### config.mk
export PLATFORM = sky130hd
export DESIGN_NAME = bus_cycle_seq
export DESIGN_NICKNAME = d
export VERILOG_FILES = /design/src/rtl/bcs_pkg.sv /design/src/rtl/bcs_phase_fsm.sv /design/src/rtl/bcs_req_hold.sv /design/src/rtl/bcs_pin_drive.sv /design/src/rtl/bcs_rdata_cap.sv /design/src/rtl/bus_cycle_seq.sv
export SDC_FILE = /design/constraint.sdc
export NUM_CORES = 1
export LEC_CHECK = 0
export BUFFER_PORTS_ARGS = -buffer_cell sky130_fd_sc_hd__clkbuf_2
export CORE_ASPECT_RATIO = 2
export CORE_MARGIN = 4
export CORE_UTILIZATION = 50
export DETAILED_ROUTE_END_ITERATION = 7
export GPL_TIMING_DRIVEN = 0
export PLACE_DENSITY = 0.77
export SYNTH_ARGS = -nofsm -noshare
export SYNTH_HDL_FRONTEND = slang
export SYNTH_SLANG_ARGS = --single-unit
### constraint.sdc
create_clock -name clk -period 2.5 [get_ports clk]
set_clock_uncertainty 0.15 [all_clocks]
set_input_delay 0 -clock clk [delete_from_list [all_inputs] [get_ports clk]]
set_output_delay 0 -clock clk [all_outputs]
set_load 0.005 [all_outputs]
### src/rtl/bcs_pkg.sv
package bcs_pkg;

  // Half-phase of the bus cycle; every bus state spans an A and a B half.
  typedef enum logic [3:0] {
    PH_IDLE,
    PH_T1A, PH_T1B,
    PH_T2A, PH_T2B,
    PH_T3A, PH_T3B,
    PH_TWA, PH_TWB,
    PH_T4A, PH_T4B
  } phase_e;

  function automatic logic ph_active(phase_e p);
    return p != PH_IDLE;
  endfunction

  function automatic logic ph_addr(phase_e p);
    return (p == PH_T1A) || (p == PH_T1B);
  endfunction

  // Span from the second half of T2 through the last wait half.
  function automatic logic ph_xfer(phase_e p);
    return p inside {PH_T2B, PH_T3A, PH_T3B, PH_TWA, PH_TWB};
  endfunction

  // Half-phases at which the ready line is sampled.
  function automatic logic ph_ready_pt(phase_e p);
    return (p == PH_T3B) || (p == PH_TWB);
  endfunction

endpackage

### src/rtl/bcs_phase_fsm.sv
module bcs_phase_fsm
  import bcs_pkg::*;
(
  input  logic   clk,
  input  logic   rst_n,
  input  logic   start,
  input  logic   ready,
  output phase_e phase,
  output logic   capture,
  output logic   accept_ok
);

  phase_e nxt;

  always_comb begin
    nxt = phase;
    unique case (phase)
      PH_IDLE: nxt = start ? PH_T1A : PH_IDLE;
      PH_T1A:  nxt = PH_T1B;
      PH_T1B:  nxt = PH_T2A;
      PH_T2A:  nxt = PH_T2B;
      PH_T2B:  nxt = PH_T3A;
      PH_T3A:  nxt = PH_T3B;
      PH_T3B:  nxt = ready ? PH_T4A : PH_TWA;
      PH_TWA:  nxt = PH_TWB;
      PH_TWB:  nxt = ready ? PH_T4A : PH_TWA;
      PH_T4A:  nxt = PH_T4B;
      PH_T4B:  nxt = start ? PH_T1A : PH_IDLE;
      default: nxt = PH_IDLE;
    endcase
  end

  always_ff @(posedge clk or negedge rst_n) begin
    if (!rst_n) phase <= PH_IDLE;
    else        phase <= nxt;
  end

  assign capture   = ph_ready_pt(phase) && ready;
  assign accept_ok = (phase == PH_IDLE) || (phase == PH_T4B);


  t1_order_chk: assert property (@(posedge clk) disable iff (!rst_n)
    (phase == PH_T1A) |=> (phase == PH_T1B));


  wait_insert_chk: assert property (@(posedge clk) disable iff (!rst_n)
    (ph_ready_pt(phase) && !ready) |=> (phase == PH_TWA));


  wait_leave_chk: assert property (@(posedge clk) disable iff (!rst_n)
    (ph_ready_pt(phase) && ready) |=> (phase == PH_T4A));

endmodule

### src/rtl/bcs_req_hold.sv
module bcs_req_hold #(
  parameter int ADDR_W = 20,
  parameter int DATA_W = 16,
  localparam int STAT_W = ADDR_W - DATA_W
) (
  input  logic              clk,
  input  logic              rst_n,
  input  logic              load,
  input  logic              in_wr,
  input  logic              in_bhe,
  input  logic [ADDR_W-1:0] in_addr,
  input  logic [STAT_W-1:0] in_stat,
  input  logic [DATA_W-1:0] in_wdata,
  output logic              hd_wr,
  output logic              hd_bhe,
  output logic [ADDR_W-1:0] hd_addr,
  output logic [STAT_W-1:0] hd_stat,
  output logic [DATA_W-1:0] hd_wdata
);

  always_ff @(posedge clk or negedge rst_n) begin
    if (!rst_n) begin
      hd_wr    <= 1'b0;
      hd_bhe   <= 1'b0;
      hd_addr  <= '0;
      hd_stat  <= '0;
      hd_wdata <= '0;
    end else if (load) begin
      hd_wr    <= in_wr;
      hd_bhe   <= in_bhe;
      hd_addr  <= in_addr;
      hd_stat  <= in_stat;
      hd_wdata <= in_wdata;
    end
  end

endmodule

### src/rtl/bcs_pin_drive.sv
module bcs_pin_drive
  import bcs_pkg::*;
#(
  parameter int ADDR_W = 20,
  parameter int DATA_W = 16,
  localparam int STAT_W = ADDR_W - DATA_W
) (
  input  logic              clk,
  input  logic              rst_n,
  input  phase_e            phase,
  input  logic              wr,
  input  logic              bhe,
  input  logic [ADDR_W-1:0] addr,
  input  logic [STAT_W-1:0] stat,
  input  logic [DATA_W-1:0] wdata,
  output logic              ale,
  output logic              m_io,
  output logic              dt_r,
  output logic              rd_n,
  output logic              wr_n,
  output logic              den_n,
  output logic              bhe_n,
  output logic              ad_oe,
  output logic [DATA_W-1:0] ad_out,
  output logic [STAT_W-1:0] ahi_out
);

  logic act, in_t1, xfer, wdrive;

  always_comb begin
    act    = ph_active(phase);
    in_t1  = ph_addr(phase);
    xfer   = ph_xfer(phase);
    wdrive = wr && (xfer || phase == PH_T4A || phase == PH_T4B);

    ale    = (phase == PH_T1A);
    m_io   = act;
    dt_r   = act && wr;
    bhe_n  = !(in_t1 && bhe);
    rd_n   = !(!wr && xfer);
    wr_n   = !(wr && (xfer || phase == PH_T2A));
    den_n  = !(xfer || (wr && phase == PH_T4A));
    ad_oe  = in_t1 || wdrive;

    if (in_t1)       ad_out = addr[DATA_W-1:0];
    else if (wdrive) ad_out = wdata;
    else             ad_out = '0;

    if (in_t1)       ahi_out = addr[ADDR_W-1:DATA_W];
    else if (act)    ahi_out = stat;
    else             ahi_out = '0;
  end


  rd_float_chk: assert property (@(posedge clk) disable iff (!rst_n)
    !rd_n |-> (wr_n && !ad_oe && !dt_r));


  ale_addr_chk: assert property (@(posedge clk) disable iff (!rst_n)
    ale |-> (ad_oe && m_io));


  wr_dir_chk: assert property (@(posedge clk) disable iff (!rst_n)
    !wr_n |-> (dt_r && rd_n));

endmodule

### src/rtl/bcs_rdata_cap.sv
module bcs_rdata_cap #(
  parameter int DATA_W = 16
) (
  input  logic              clk,
  input  logic              rst_n,
  input  logic              capture,
  input  logic              is_read,
  input  logic [DATA_W-1:0] ad_in,
  output logic [DATA_W-1:0] rdata
);

  always_ff @(posedge clk or negedge rst_n) begin
    if (!rst_n)                  rdata <= '0;
    else if (capture && is_read) rdata <= ad_in;
  end


  rdata_hold_chk: assert property (@(posedge clk) disable iff (!rst_n)
    !capture |=> $stable(rdata));

endmodule

### src/rtl/bus_cycle_seq.sv
module bus_cycle_seq
  import bcs_pkg::*;
#(
  parameter int ADDR_W = 20,
  parameter int DATA_W = 16,
  localparam int STAT_W = ADDR_W - DATA_W
) (
  input  logic              clk,
  input  logic              rst_n,
  input  logic              req_valid,
  output logic              req_ready,
  input  logic              req_write,
  input  logic [ADDR_W-1:0] req_addr,
  input  logic              req_bhe,
  input  logic [STAT_W-1:0] req_status,
  input  logic [DATA_W-1:0] req_wdata,
  input  logic              bus_ready,
  input  logic [DATA_W-1:0] ad_in,
  output logic              ale,
  output logic              m_io,
  output logic              dt_r,
  output logic              rd_n,
  output logic              wr_n,
  output logic              den_n,
  output logic              bhe_n,
  output logic              ad_oe,
  output logic [DATA_W-1:0] ad_out,
  output logic [STAT_W-1:0] ahi_out,
  output logic              cyc_done,
  output logic [DATA_W-1:0] rd_data
);

  phase_e            phase;
  logic              capture, accept_ok, start;
  logic              hd_wr, hd_bhe;
  logic [ADDR_W-1:0] hd_addr;
  logic [STAT_W-1:0] hd_stat;
  logic [DATA_W-1:0] hd_wdata;

  assign req_ready = accept_ok;
  assign start     = req_valid && accept_ok;
  assign cyc_done  = (phase == PH_T4B);

  bcs_phase_fsm u_fsm (
    .clk       (clk),
    .rst_n     (rst_n),
    .start     (start),
    .ready     (bus_ready),
    .phase     (phase),
    .capture   (capture),
    .accept_ok (accept_ok)
  );

  bcs_req_hold #(.ADDR_W(ADDR_W), .DATA_W(DATA_W)) u_hold (
    .clk      (clk),
    .rst_n    (rst_n),
    .load     (start),
    .in_wr    (req_write),
    .in_bhe   (req_bhe),
    .in_addr  (req_addr),
    .in_stat  (req_status),
    .in_wdata (req_wdata),
    .hd_wr    (hd_wr),
    .hd_bhe   (hd_bhe),
    .hd_addr  (hd_addr),
    .hd_stat  (hd_stat),
    .hd_wdata (hd_wdata)
  );

  bcs_pin_drive #(.ADDR_W(ADDR_W), .DATA_W(DATA_W)) u_pins (
    .clk     (clk),
    .rst_n   (rst_n),
    .phase   (phase),
    .wr      (hd_wr),
    .bhe     (hd_bhe),
    .addr    (hd_addr),
    .stat    (hd_stat),
    .wdata   (hd_wdata),
    .ale     (ale),
    .m_io    (m_io),
    .dt_r    (dt_r),
    .rd_n    (rd_n),
    .wr_n    (wr_n),
    .den_n   (den_n),
    .bhe_n   (bhe_n),
    .ad_oe   (ad_oe),
    .ad_out  (ad_out),
    .ahi_out (ahi_out)
  );

  bcs_rdata_cap #(.DATA_W(DATA_W)) u_cap (
    .clk     (clk),
    .rst_n   (rst_n),
    .capture (capture),
    .is_read (!hd_wr),
    .ad_in   (ad_in),
    .rdata   (rd_data)
  );


  accept_chk: assert property (@(posedge clk) disable iff (!rst_n)
    (req_valid && req_ready) |=> ale);


  dir_hold_chk: assert property (@(posedge clk) disable iff (!rst_n)
    (m_io && !cyc_done) |=> (m_io && $stable(dt_r)));


  done_pulse_chk: assert property (@(posedge clk) disable iff (!rst_n)
    cyc_done |=> !cyc_done);

endmodule

==> impl_metrics.tcl <==
set metrics [dict create \
    status "complete, no violations" \
    relSlewSlack_pct 43.7 \
    worst_ep_required_time_ns 2.35 \
    postCtsSetupRepairBufs 0 \
    gp_congestion 0.895 \
    synth_cell_types 28 \
    cts_tree "built" \
    rsz0062_at_grt "false" \
    cts_sinks 62 \
    synth_xor_area_share_pct 0 \
    p_leak_nw 2.17 \
    cp_slowest_cell "dfrtp_1" \
    grt_pass1_wl_um 15300 \
    drv_slew 0 \
    synthTopCellsByCount "62 x dfrtp_1, 34 x mux2_2, 21 x a21oi_1" \
    finalSetupViolations 0 \
    synthSimpleGateAreaFrac_pct 5.01 \
    fin_crit_ns 2.30 \
    arrival_ns 2.15 \
    antenna_cells 0 \
    synthMostInstantiatedCell "dfrtp_1" \
    io_pins 108 \
    ys_seq_area_share_pct 49.7 \
    grt_pass1_vias 3176 \
    insertion_delay_ns 0.33 \
    place_hpwl_um 6210 \
    syn2layout_area_growth_pct 50.4 \
    syn_nets 331 \
    crit_path_end_kind "output port" \
    h-tree-depth 3 \
    cts_buffers 9 \
    synthMuxAreaShare_pct 15.2 \
    cp-start-kind "flop" \
    synth_warnings 0 \
    drt_iter0_markers 320 \
    worstMarginPinSlew_ns 0.844 \
    maxCapViolCount 0 \
    postSynth.asyncResetShare_pct 100 \
    yosys_most_used_dff "dfrtp_1" \
    start_util_pct 51.5 \
    maxClockFrequency_ghz 0.435 \
    path_cells "buf_4 -> nand2b_1 -> a21oi_1 -> o21a_1 -> buf_2 -> a22o_1 -> clkbuf_2" \
    utilization_pct 77.5 \
    synth_area_leader_cell "dfrtp_1" \
    max_stage_delay_ns 0.36 \
    synthAdderAreaFrac_pct 0.321 \
    setup_tns_ns 0 \
    cts-resized-gates 0 \
    ir_drop_v 0.000875 \
    final-hold-violation-count 0 \
    avgRoutedWirePerCell_um 17.9 \
    synth_area_leaders "dfrtp_1 50%, mux2_2 12%, a22o_1 5.6%, o32a_1 5.1%, o32ai_1 4.8%" \
    dieWidth_um 63.9 \
    synth_edf_count 0 \
    antenna_found_initial 0 \
    grt_overflow 0 \
    synth_cells 269 \
    postRouteAntennaNets 0 \
    core_mm2 0.00606 \
    drive_gt1_share_pct 38.7 \
    drc 0 \
    fp.dieH_um 120 \
    grt_max_degree 63 \
    clk_pin_slew_worst_paths_ns 0.05 \
    synthesis.area_mm2 0.00312 \
    fin_nets 512 \
    die_area_mm2 0.00765 \
    routed_wl_um 9640 \
    viasPerCell 5.66 \
    cts_buffer_depth 2 \
    track_usage_pct 25.7 \
    path_delay_family "compound AO/OA/AOI/OAI gates" \
    synth-compound-area-share_pct 24.4 \
    avgSynthCellArea_um2 11.6 \
    num_vias 3050 \
    cp.buffers_inverters 3 \
    clock-root-buffer "clkbuf_16" \
    synth_top_area_share_pct 49.7 \
    synth_top_family_by_area "compound AO/OA/AOI/OAI gates" \
    rows 40 \
    min_path_type "input port to asynchronous set/reset pin" \
    post-route-period-util_pct 92.0 \
    p_per_area_mw_per_mm2 1290 \
    ys_ff_latch 62 \
    crit_type "flop to output port" \
    io_buffers 107 \
    hold_buffers 63 \
    path_max_fanout 10 \
    firstDrtPassIters 5 \
]
sequential cells by signal, indices dropped and copies added (netlist names):
register / count
u_hold.hd_addr: 20
u_cap.rdata: 16
u_hold.hd_wdata: 16
u_fsm.phase: 4
u_hold.hd_stat: 4
u_hold.hd_bhe: 1
u_hold.hd_wr: 1
worst reg2reg max path, cell delays in order, from the launching register on:
cell and delay [ns]:
dfrtp_1 0.39, buf_2 0.19, nand2b_1 0.23, nand4_2 0.20, mux2_2 0.36, dlygate4sd3_1 0.56
path summary, 6_finish.rpt:
kind	startpoint	to	slack (ns)	cells past startpoint
worst min-delay path	rst_n	u_cap.rdata[5]	0.20	2
worst min register to register	u_hold.hd_stat[0]	u_hold.hd_stat[0]	0.35	1
max in group asynchronous	rst_n	u_hold.hd_wdata[2]	1.46	2
min in group clk	req_status[0]	u_hold.hd_stat[0]	0.27	3
worst max register to register	u_fsm.phase[1]	u_hold.hd_addr[12]	0.31	5
worst max-delay path	u_fsm.phase[2]	ad_out[7]	0.20	7
layout make-up:
type                    count  area [um2]
plain buffers              27         153
clock inverters             6        61.3
inverters                   4        15.0
flip-flops and latches     62        1550
well taps                  84         105
multi-input cells         176        1400
clock buffers              10         239
repair buffers            170        1170
fillers                   387        1360
layout by cell type (no fill, tap or decap):
cell type	n
a21boi_1	1
a21oi_1	21
a21oi_4	1
a221oi_1	1
a22o_1	20
buf_1	3
buf_2	11
buf_4	2
buf_6	4
bufinv_16	1
clkbuf_1	7
clkbuf_16	9
clkbuf_2	106
clkbuf_4	1
clkbuf_8	1
clkinv_2	3
clkinv_4	1
clkinvlp_4	1
dfrtp_1	62
dlygate4sd3_1	63
inv_1	4
maj3_1	1
mux2_1	8
mux2_2	34
nand2_1	7
nand2b_1	5
nand4_2	1
nor2_1	15
nor3_1	3
o21a_1	1
o21ai_0	5
o221ai_1	1
o22ai_1	16
o32a_1	16
o32ai_1	17
or3_1	1
or3b_1	1
kinds of logic after synthesis:
kind of cell             after synthesis
flip-flops                            62
buffers and inverters                 31
adder cells (fa/ha/maj)                1
multiplexers                          42
AO/OA/AOI/OAI                        100
AND/OR/NAND/NOR                       33
report_power, final:
part | switching, W | internal [W]
Combinational | 0.00156 | 0.00148
Clock | 0.000444 | 0.000793
Sequential | 0.000303 | 0.00149
Total | 0.00231 | 0.00376
through the flow:
stage,area (um2),std cells,worst slack [ns],total power (W),hold WS [ns]
after floorplan,3120,269,0.765,0.00366,-0.446
after global placement,3760,460,0.553,0.00458,0.0636
after detailed placement,3760,460,0.521,0.00466,0.0318
after CTS,4700,539,0.266,0.00602,0.220
after global routing,4700,539,0.0722,0.00643,0.270
final,4700,539,0.200,0.00606,0.199
per-layer routing:
layer / up-vias / global-route usage, % / part of all wire [%] / wire (um)
met2: 148 / 46.9 / 55 / 5270
met5: - / 0 / 0 / 0
met4: 0 / 9.47 / 1.9 / 182
li1: 1407 / - / - / -
met1: 1479 / 27.0 / 36 / 3500
met3: 16 / 7.87 / 7.1 / 687
Note: power is estimated with default switching activity, not from simulation.
